**config.mk**
```make
export PLATFORM = sky130hd
export DESIGN_NAME = bus_unjam_seq
export DESIGN_NICKNAME = d
export VERILOG_FILES = /design/src/rtl/unjam_pkg.sv /design/src/rtl/unjam_sync.sv /design/src/rtl/unjam_timer.sv /design/src/rtl/unjam_fsm.sv /design/src/rtl/bus_unjam_seq.sv
export SDC_FILE = /design/constraint.sdc
export NUM_CORES = 1
export LEC_CHECK = 0
export BUFFER_PORTS_ARGS = -buffer_cell sky130_fd_sc_hd__buf_2
export CAP_MARGIN = 10
export CELL_PAD_IN_SITES_DETAIL_PLACEMENT = 1
export CELL_PAD_IN_SITES_GLOBAL_PLACEMENT = 1
export CORE_MARGIN = 10
export CORE_UTILIZATION = 38
export DETAILED_ROUTE_END_ITERATION = 8
export PLACE_DENSITY_LB_ADDON = 0.2
export REMOVE_ABC_BUFFERS = 1
export SYNTH_ARGS = -nofsm -noshare
export SYNTH_HDL_FRONTEND = slang
export SYNTH_SLANG_ARGS = --single-unit
export TNS_END_PERCENT = 5
```
**constraint.sdc**
```tcl
create_clock -name clk -period 1.6 [get_ports clk]
set_input_delay 0.08 -clock clk [delete_from_list [all_inputs] [get_ports clk]]
set_output_delay 0.08 -clock clk [all_outputs]
set_load 0.02 [all_outputs]
```
**src/rtl/unjam_pkg.sv**
```systemverilog
package unjam_pkg;
  typedef enum logic [2:0] {
    ST_IDLE,    // lines released, waiting for a request
    ST_LOW,     // clock pulled low
    ST_HIGH,    // clock released, data checked at end
    ST_FREE,    // bus-free wait before start
    ST_START,   // data low, clock high: start hold
    ST_SCLDN,   // clock low, data low
    ST_STOPSU,  // clock high, data low: stop setup
    ST_POST     // both released after stop
  } unjam_state_e;

  function automatic int unsigned max3(int unsigned a, int unsigned b, int unsigned c);
    int unsigned m;
    m = (a > b) ? a : b;
    return (m > c) ? m : c;
  endfunction
endpackage

```
**src/rtl/unjam_sync.sv**
```systemverilog
module unjam_sync #(
  parameter int STAGES = 2
) (
  input  logic clk,
  input  logic rst,
  input  logic d,
  output logic q
);
  logic [STAGES-1:0] shreg;

  generate
    if (STAGES == 1) begin : g_one
      always_ff @(posedge clk) begin
        if (rst) shreg <= '1;
        else     shreg <= d;
      end
    end else begin : g_many
      always_ff @(posedge clk) begin
        if (rst) shreg <= '1;   // idle bus reads high
        else     shreg <= {shreg[STAGES-2:0], d};
      end
    end
  endgenerate

  assign q = shreg[STAGES-1];
endmodule

```
**src/rtl/unjam_timer.sv**
```systemverilog
module unjam_timer #(
  parameter int CNT_W = 8
) (
  input  logic             clk,
  input  logic             rst,
  input  logic             load,
  input  logic [CNT_W-1:0] load_val,
  output logic             expired
);
  logic [CNT_W-1:0] remain;

  always_ff @(posedge clk) begin
    if (rst)                remain <= '0;
    else if (load)          remain <= load_val;
    else if (remain != '0)  remain <= remain - 1'b1;
  end

  assign expired = (remain == '0);
endmodule

```
**src/rtl/unjam_fsm.sv**
```systemverilog
module unjam_fsm
  import unjam_pkg::*;
#(
  parameter int HALF_CYC   = 4,
  parameter int BUF_CYC    = 6,
  parameter int HOLD_CYC   = 5,
  parameter int MAX_PULSES = 9,
  parameter int CNT_W      = 3
) (
  input  logic             clk,
  input  logic             rst,
  input  logic             req,
  input  logic             sda_high,
  input  logic             tmr_exp,
  output logic             tmr_load,
  output logic [CNT_W-1:0] tmr_val,
  output logic             scl_pull,
  output logic             sda_pull,
  output logic             busy,
  output logic             done,
  output logic             fail
);
  localparam int PC_W = $clog2(MAX_PULSES + 1);
  localparam logic [CNT_W-1:0] HALF_M1 = CNT_W'(HALF_CYC - 1);
  localparam logic [CNT_W-1:0] BUF_M1  = CNT_W'(BUF_CYC - 1);
  localparam logic [CNT_W-1:0] HOLD_M1 = CNT_W'(HOLD_CYC - 1);
  localparam logic [PC_W-1:0]  PC_MAX  = PC_W'(MAX_PULSES);

  unjam_state_e     state_q, state_d;
  logic [PC_W-1:0]  pulses_q, pulses_d;
  logic             done_d, fail_d;

  always_comb begin
    state_d  = state_q;
    pulses_d = pulses_q;
    done_d   = done;
    fail_d   = fail;
    tmr_load = 1'b0;
    tmr_val  = HALF_M1;
    unique case (state_q)
      ST_IDLE: begin
        if (req) begin
          state_d  = ST_LOW;
          pulses_d = '0;
          done_d   = 1'b0;
          fail_d   = 1'b0;
          tmr_load = 1'b1;
          tmr_val  = HALF_M1;
        end
      end
      ST_LOW: begin
        if (tmr_exp) begin
          state_d  = ST_HIGH;
          pulses_d = pulses_q + 1'b1;
          tmr_load = 1'b1;
          tmr_val  = HALF_M1;
        end
      end
      ST_HIGH: begin
        if (tmr_exp) begin
          tmr_load = 1'b1;
          if (sda_high) begin
            state_d = ST_FREE;
            tmr_val = BUF_M1;
          end else if (pulses_q >= PC_MAX) begin
            state_d = ST_IDLE;
            fail_d  = 1'b1;
          end else begin
            state_d = ST_LOW;
            tmr_val = HALF_M1;
          end
        end
      end
      ST_FREE: begin
        if (tmr_exp) begin
          state_d  = ST_START;
          tmr_load = 1'b1;
          tmr_val  = HOLD_M1;
        end
      end
      ST_START: begin
        if (tmr_exp) begin
          state_d  = ST_SCLDN;
          tmr_load = 1'b1;
          tmr_val  = HALF_M1;
        end
      end
      ST_SCLDN: begin
        if (tmr_exp) begin
          state_d  = ST_STOPSU;
          tmr_load = 1'b1;
          tmr_val  = HALF_M1;
        end
      end
      ST_STOPSU: begin
        if (tmr_exp) begin
          state_d  = ST_POST;
          tmr_load = 1'b1;
          tmr_val  = BUF_M1;
        end
      end
      ST_POST: begin
        if (tmr_exp) begin
          state_d = ST_IDLE;
          done_d  = 1'b1;
        end
      end
      default: state_d = ST_IDLE;
    endcase
  end

  // State and registered line drive, decoded from the next state
  always_ff @(posedge clk) begin
    if (rst) begin
      state_q  <= ST_IDLE;
      pulses_q <= '0;
      scl_pull <= 1'b0;
      sda_pull <= 1'b0;
      busy     <= 1'b0;
      done     <= 1'b0;
      fail     <= 1'b0;
    end else begin
      state_q  <= state_d;
      pulses_q <= pulses_d;
      scl_pull <= (state_d == ST_LOW) || (state_d == ST_SCLDN);
      sda_pull <= (state_d == ST_START) || (state_d == ST_SCLDN) ||
                  (state_d == ST_STOPSU);
      busy     <= (state_d != ST_IDLE);
      done     <= done_d;
      fail     <= fail_d;
    end
  end
endmodule

```
**src/rtl/bus_unjam_seq.sv**
```systemverilog
module bus_unjam_seq
  import unjam_pkg::*;
#(
  parameter int HALF_CYC    = 4,
  parameter int BUF_CYC     = 6,
  parameter int HOLD_CYC    = 5,
  parameter int MAX_PULSES  = 9,
  parameter int SYNC_STAGES = 2
) (
  input  logic clk,
  input  logic rst,
  input  logic recover_req,
  input  logic sda_in,
  output logic scl_pull,
  output logic sda_pull,
  output logic busy,
  output logic done,
  output logic fail
);
  localparam int MAX_LEN = int'(max3(HALF_CYC, BUF_CYC, HOLD_CYC));
  localparam int CNT_W   = (MAX_LEN < 2) ? 1 : $clog2(MAX_LEN);

  logic             sda_high;
  logic             tmr_load;
  logic             tmr_exp;
  logic [CNT_W-1:0] tmr_val;

  unjam_sync #(.STAGES(SYNC_STAGES)) i_sync (
    .clk (clk),
    .rst (rst),
    .d   (sda_in),
    .q   (sda_high)
  );

  unjam_timer #(.CNT_W(CNT_W)) i_timer (
    .clk      (clk),
    .rst      (rst),
    .load     (tmr_load),
    .load_val (tmr_val),
    .expired  (tmr_exp)
  );

  unjam_fsm #(
    .HALF_CYC   (HALF_CYC),
    .BUF_CYC    (BUF_CYC),
    .HOLD_CYC   (HOLD_CYC),
    .MAX_PULSES (MAX_PULSES),
    .CNT_W      (CNT_W)
  ) i_fsm (
    .clk      (clk),
    .rst      (rst),
    .req      (recover_req),
    .sda_high (sda_high),
    .tmr_exp  (tmr_exp),
    .tmr_load (tmr_load),
    .tmr_val  (tmr_val),
    .scl_pull (scl_pull),
    .sda_pull (sda_pull),
    .busy     (busy),
    .done     (done),
    .fail     (fail)
  );
endmodule

```
==> results of run 1 <==
## worst max-delay path, delay by kind of cell (launching register included)
kind | cells | cell delay, ns
flip-flops | 1 | 0.32
multiplexers | 1 | 0.34
buffers and inverters | 1 | 0.11
AND/OR/NAND/NOR | 1 | 0.17
AO/OA/AOI/OAI | 2 | 0.41
adder cells (fa/ha/maj) | 1 | 0.17
## cell type report
| class | instances | share of cell area [%] |
|---|---|---|
| Multi-Input combinational cell | 81 | 52.0 |
| Sequential cell | 17 | 31.3 |
| Timing Repair Buffer | 15 | 8.74 |
| Tap cell | 30 | 3.45 |
| Clock buffer | 3 | 2.07 |
| Inverter | 6 | 2.07 |
| Clock inverter | 1 | 0.460 |
## through the flow
step                setup WS (ns)  power (uW)  instances  instance area, sq um  utilization (%)
floorplan                 -0.0859         928        104                   906                -
CTS                        0.0139        1400        153                  1080             44.3
detailed placement        -0.0401        1130        148                  1030             42.3
global route              -0.0488        1520        153                  1090             44.8
finish                     0.0365        1390        153                  1090             44.8
global placement           0.0693        1100        148                  1030             42.3
## where the power goes
part / switching, uW / leakage (uW) / total [uW] / internal [uW]
registers: 63.4 / 0.000139 / 544 / 481
logic: 325 / 0.000292 / 610 / 285
clock network: 143 / 0.0000177 / 237 / 93.5
## kinds of logic after synthesis
family,Yosys count
compound gates,30
fa+ha+maj,5
simple gates,39
xor+xnor,3
mux,4
buf+inv,13
flops,17
## per-layer routing
metal  wire length (um)  up-vias  track usage [%]
met5                  0        -                0
met4                 57        0             5.92
met3                 51        5             2.40
met2               1020       12             15.1
met1               1150      390             12.6
li1                   -      410                -
## layout by cell type (no fill, tap or decap), drive strengths merged, types with 3 or more instances in the layout
cell     n
or2      3
o21ai    9
nand3    3
dfxtp   17
nor2    11
a211oi   3
nor3     3
buf     14
ha       5
inv      6
clkbuf   3
nand2    6
a21oi   10
## timing repair
action / CTS / global route
buffers inserted: 0 / 0
pin swaps: 1 / 0
hold buffers: 1 / 0
gates resized for setup: 2 / 3
endpoints found under the setup margin: 5 / 7
endpoints found under the hold margin: 1 / 0
## sequential cells by signal (all words and copies together) (netlist names)
| register | flops |
|---|---|
| i_fsm.state_q | 3 |
| i_fsm.scl_pull | 1 |
| i_sync.shreg | 2 |
| i_fsm.sda_pull | 1 |
| i_fsm.done | 1 |
| i_timer.remain | 3 |
| i_fsm.pulses_q | 4 |
| i_fsm.fail | 1 |
| i_fsm.busy | 1 |
## worst max-delay path by stage
| stage | from | endpoint | slack, ns | depth (start not counted) |
|---|---|---|---|---|
| final | i_timer.remain[0] | i_timer.remain[1] | 0.04 | 6 |
| after global routing | i_timer.remain[0] | i_fsm.state_q[2] | -0.05 | 6 |
| after CTS | i_timer.remain[1] | i_timer.remain[1] | 0.01 | 6 |
| after detailed placement | i_timer.remain[0] | i_timer.remain[1] | -0.04 | 6 |
| after global placement | i_timer.remain[0] | i_fsm.busy | 0.07 | 6 |
| after floorplan | i_timer.remain[0] | i_timer.remain[1] | -0.09 | 6 |
==> impl_metrics.json, run 1 <==
{
  "status": "completed",
  "overflow": 0,
  "track_usage_pct": 10.1,
  "synthAdderAreaFrac_pct": 6.56,
  "initial_utilization_pct": 39.2,
  "p_leak_uw": 0.000449,
  "ys_warn_count": 0,
  "min_path_cells": 2,
  "drv_cap": 0,
  "yosys_register_bits": 17,
  "crit_arrival_ns": 1.81,
  "grt_setup_unrepaired": "true",
  "multiInputGateArea_sq_um": 566,
  "cts_tree": "yes",
  "synthArstFlopShare_pct": 0,
  "whs_endpoint": "i_timer.remain[1]",
  "drive_above_1_share_pct": 26.0,
  "synth.distinct_cells": 43,
  "avgSynthCellArea_sq_um": 8.59,
  "timing.slew.headroom_pct": 70.9,
  "finalCriticalPeriod_ns": 1.56,
  "fin_skew_ns": 0.00791,
  "io_pins": 9,
  "worst-slew-pin-transition_ns": 0.430,
  "yosysTopAreaCell": "dfxtp_1",
  "cts_buffer_depth": 2,
  "netlist_area_sq_um": 953,
  "antenna_found_initial": 0,
  "r2r_slack_ns": 0.04,
  "rows": 18,
  "reg2reg_to": "i_timer.remain[1]",
  "ff2ff_path_depth": 6,
  "synth_compound_area_share_pct": 20.7,
  "drc": 0,
  "seq_area_frac_synth_pct": 35.7,
  "numCtsBuffers": 3,
  "rr_startpoint": "i_timer.remain[0]",
  "synth_flop_cell": "dfxtp_1",
  "core_sq_um": 2430,
  "hpwl_um": 1690,
  "crit_path_max_incr_delay_ns": 0.34,
  "dieWidth_um": 70.1,
  "worstPathRequired_ns": 1.85,
  "fin_tns_setup_ns": 0,
  "dr.first_iter.drc_count": 22,
  "crit_fanout": 5,
  "min_path_type": "input port to register",
  "dieArea_sq_um": 4910,
  "clockRootBuffer": "clkbuf_4",
  "h-tree-depth": 1,
  "wl_um": 2280,
  "drtAntennaViolNets": 0,
  "cp-end-kind": "register",
  "cts.sinks": 17,
  "synth_top_family_by_area": "simple AND/OR/NAND/NOR gates",
  "synth.top_cells.by_area": "dfxtp_1, ha_1, a21oi_1",
  "grt_pass1_vias": 860,
  "cpMaxStageDelayCell": "mux2_1",
  "vias_per_cell": 5.34,
  "nets": 133,
  "powerDensity_nw_per_um2": 1280,
  "holdWs_ns": 0.0873,
  "worstSetupPathType": "register to register",
  "synthTopCellsByCount": "dfxtp_1, nor2_1, a21oi_1, inv_1, nand2_1",
  "slew_violations": 0,
  "worstHoldStart": "rst",
  "ir_drop_mv": 0.703,
  "vias": 817,
  "setup_violations": 0,
  "die_y_um": 70.1,
  "register_area_sq_um": 340,
  "grt_max_degree": 14,
  "grt_first_pass_wirelength_um": 4080,
  "wire_per_inst_um": 14.9,
  "numPortBuffers": 8,
  "synthXorXnorAreaFrac_pct": 2.76,
  "critPathLaunchType": "register",
  "netlist.area_leader.share_pct": 35.7,
  "muxShareOfSynthArea_pct": 4.46,
  "synth-simple-area-share_pct": 22.4,
  "insertedDiodeCount": 0,
  "gp_congestion": 0.779,
  "clkTransAtPathRegs_ns": 0.10,
  "period_share_pct": 97.7,
  "worstPathCellList": "inv_1 -> ha_4 -> nor2b_2 -> mux2_1 -> a211o_1 -> a21oi_2",
  "dr.pass1.iters": 4,
  "fillCellCount": 300,
  "areaGrowthSynthToFinish_pct": 14.2,
  "synth.most_common_cell": "dfxtp_1",
  "fmaxAchievable_ghz": 0.640,
  "synth_edf_count": 0,
  "hold_violations": 0,
  "synth_cells": 111,
  "clock_latency_ns": 0.31
}
No activity file was read; power rests on OpenSTA's default activity.
==> run 2, diff against run 1 <==
--- a/config.mk
+++ b/config.mk
@@ -13,7 +13,6 @@
 export CORE_UTILIZATION = 38
 export DETAILED_ROUTE_END_ITERATION = 8
 export PLACE_DENSITY_LB_ADDON = 0.2
-export REMOVE_ABC_BUFFERS = 1
 export SYNTH_ARGS = -nofsm -noshare
 export SYNTH_HDL_FRONTEND = slang
 export SYNTH_SLANG_ARGS = --single-unit
==> run 2 against run 1 <==
Sequential share of layout area about the same. Sequential power is 2% higher. Total power increased by 1.4%. Routed wire length up 5.1%. Core utilization rose by 0.51 points. Combinational power increased by 1%. Design area rose by 1.2%. Count of clock-buffer cells in the layout unchanged. Hold slack gained 0.012 ns. Via count down 0.49%.
==> impl_metrics.json, run 2 (same netlist as run 1, synthesis figures left out) <==
{
  "status": "completed",
  "antenna_found_initial": 0,
  "vias_per_cell": 5.35,
  "p_total_uw": 1410,
  "use_met2_pct": 17.1,
  "grtUsageMet1_pct": 11.9,
  "io_pins": 9,
  "track_usage_pct": 10.3,
  "min_path_type": "input port to register",
  "worstPathCellList": "inv_2 -> ha_4 -> nor2b_4 -> mux2_1 -> a211o_1 -> a21oi_2",
  "rows": 18,
  "largest_register": "i_fsm.pulses_q",
  "dr.first_iter.drc_count": 20,
  "dr.pass1.iters": 4,
  "instances_no_fill": 152,
  "cts_buffer_depth": 2,
  "path_buf_inv": 1,
  "holdWs_ns": 0.0993,
  "hold_violations": 0,
  "cts.sinks": 17,
  "areaGrowthSynthToFinish_pct": 15.5,
  "p_leak_uw": 0.000450,
  "grt_pass1_vias": 912,
  "largest_reg_flops": 4,
  "clock_latency_ns": 0.30,
  "grt_first_pass_wirelength_um": 4210,
  "timing.slew.headroom_pct": 70.7,
  "clkTransAtPathRegs_ns": 0.10,
  "worst_slack_ns": 0.112,
  "crit_fanout": 5,
  "drv_cap": 0,
  "slew_violations": 0,
  "fin_skew_ns": 0.00358,
  "syn_nets": 120,
  "cpMaxStageDelayCell": "dfxtp_2",
  "grt_busiest_layer": "met2",
  "finalCriticalPeriod_ns": 1.49,
  "cts_tree": "yes",
  "crit_arrival_ns": 1.73,
  "grt_max_degree": 13,
  "setup_violations": 0,
  "grtUsageMet3_pct": 2.97,
  "final_cell_mix": "dfxtp_1, nor2_1, a21oi_1, buf_2, nand2_1",
  "cts_setup_buffers": 0,
  "dpl_worst_slack_ns": -0.0348,
  "overflow": 0,
  "clockRootBuffer": "clkbuf_4",
  "insertedDiodeCount": 0,
  "crit_path_max_incr_delay_ns": 0.34,
  "fmaxAchievable_ghz": 0.672,
  "critPathLaunchType": "register",
  "die_y_um": 70.1,
  "worstPathRequired_ns": 1.84,
  "reg_top3": "i_fsm.pulses_q: 4 flops, i_fsm.state_q: 3 flops, i_timer.remain: 3 flops",
  "layout_commonest_cell": "dfxtp_1",
  "core_sq_um": 2430,
  "powerDensity_nw_per_um2": 1280,
  "wl_um": 2390,
  "numPortBuffers": 8,
  "critPathLaunch": "i_timer.remain[0]",
  "dieArea_sq_um": 4910,
  "nets": 132,
  "rr_startpoint": "i_timer.remain[0]",
  "drc": 0,
  "final_area_sq_um": 1100,
  "cp-end-kind": "register",
  "drtAntennaViolNets": 0,
  "h-tree-depth": 1,
  "worstHoldStart": "rst",
  "ir_drop_mv": 0.698,
  "hpwl_um": 1780,
  "grt_setup_unrepaired": "false",
  "vias": 813,
  "dp.cells": 147,
  "fillCellCount": 293,
  "numCtsBuffers": 3,
  "drive_above_1_share_pct": 31.1,
  "worstSetupPathType": "register to register",
  "cpLargestDelayFamily": "compound AO/OA/AOI/OAI gates",
  "gp_congestion": 0.817,
  "period_share_pct": 93.0,
  "worst-slew-pin-transition_ns": 0.434,
  "place_area_sq_um": 1020,
  "initial_utilization_pct": 39.2,
  "dieWidth_um": 70.1,
  "wire_per_inst_um": 15.8
}
run 2: report_power, final:
part,switching [uW],internal [uW],total [uW]
clock,145,93.2,238
combinational,335,284,619
sequential,67.6,486,553
run 2: worst paths after layout:
| kind | to | slack [ns] | cells past startpoint |
|---|---|---|---|
| hold / removal | i_timer.remain[1] | 0.1 | 2 |
| hold reg to reg | i_sync.shreg[1] | 0.42 | 1 |
| setup reg to reg | i_timer.remain[1] | 0.11 | 6 |
| setup / recovery | i_timer.remain[1] | 0.11 | 6 |
run 2: timing repair:
| action | in CTS | in global routing |
|---|---|---|
| endpoints found under the hold margin | 1 | 0 |
| endpoints found under the setup margin | 3 | 6 |
| hold buffers | 1 | 0 |
| pin swaps | 0 | 1 |
| gates resized for setup | 3 | 10 |
run 2: per-stage QoR:
| step | utilization, % | setup TNS [ns] |
|---|---|---|
| final | 45.3 | 0 |
| after global routing | 45.3 | 0 |
| after CTS | 44.2 | 0 |
| after detailed placement | 42.0 | -0.0348 |
| after floorplan | - | 0 |
| after global placement | 42.0 | 0 |
run 2: routing by layer:
metal	up-vias	wire length, um
met2	10	1140
met4	0	41
met5	-	0
li1	408	-
met3	5	88
met1	390	1130
run 2: layout make-up:
cell class                 instances  area (sq um)  area share, %
clock buffer                       3          22.5           2.05
clock inverter                     1          5.00          0.455
inverter                           6          22.5           2.05
multi-input combinational         81           582           52.8
sequential                        17           344           31.2
tap                               30          37.5           3.41
timing repair buffer              14          87.6           7.95
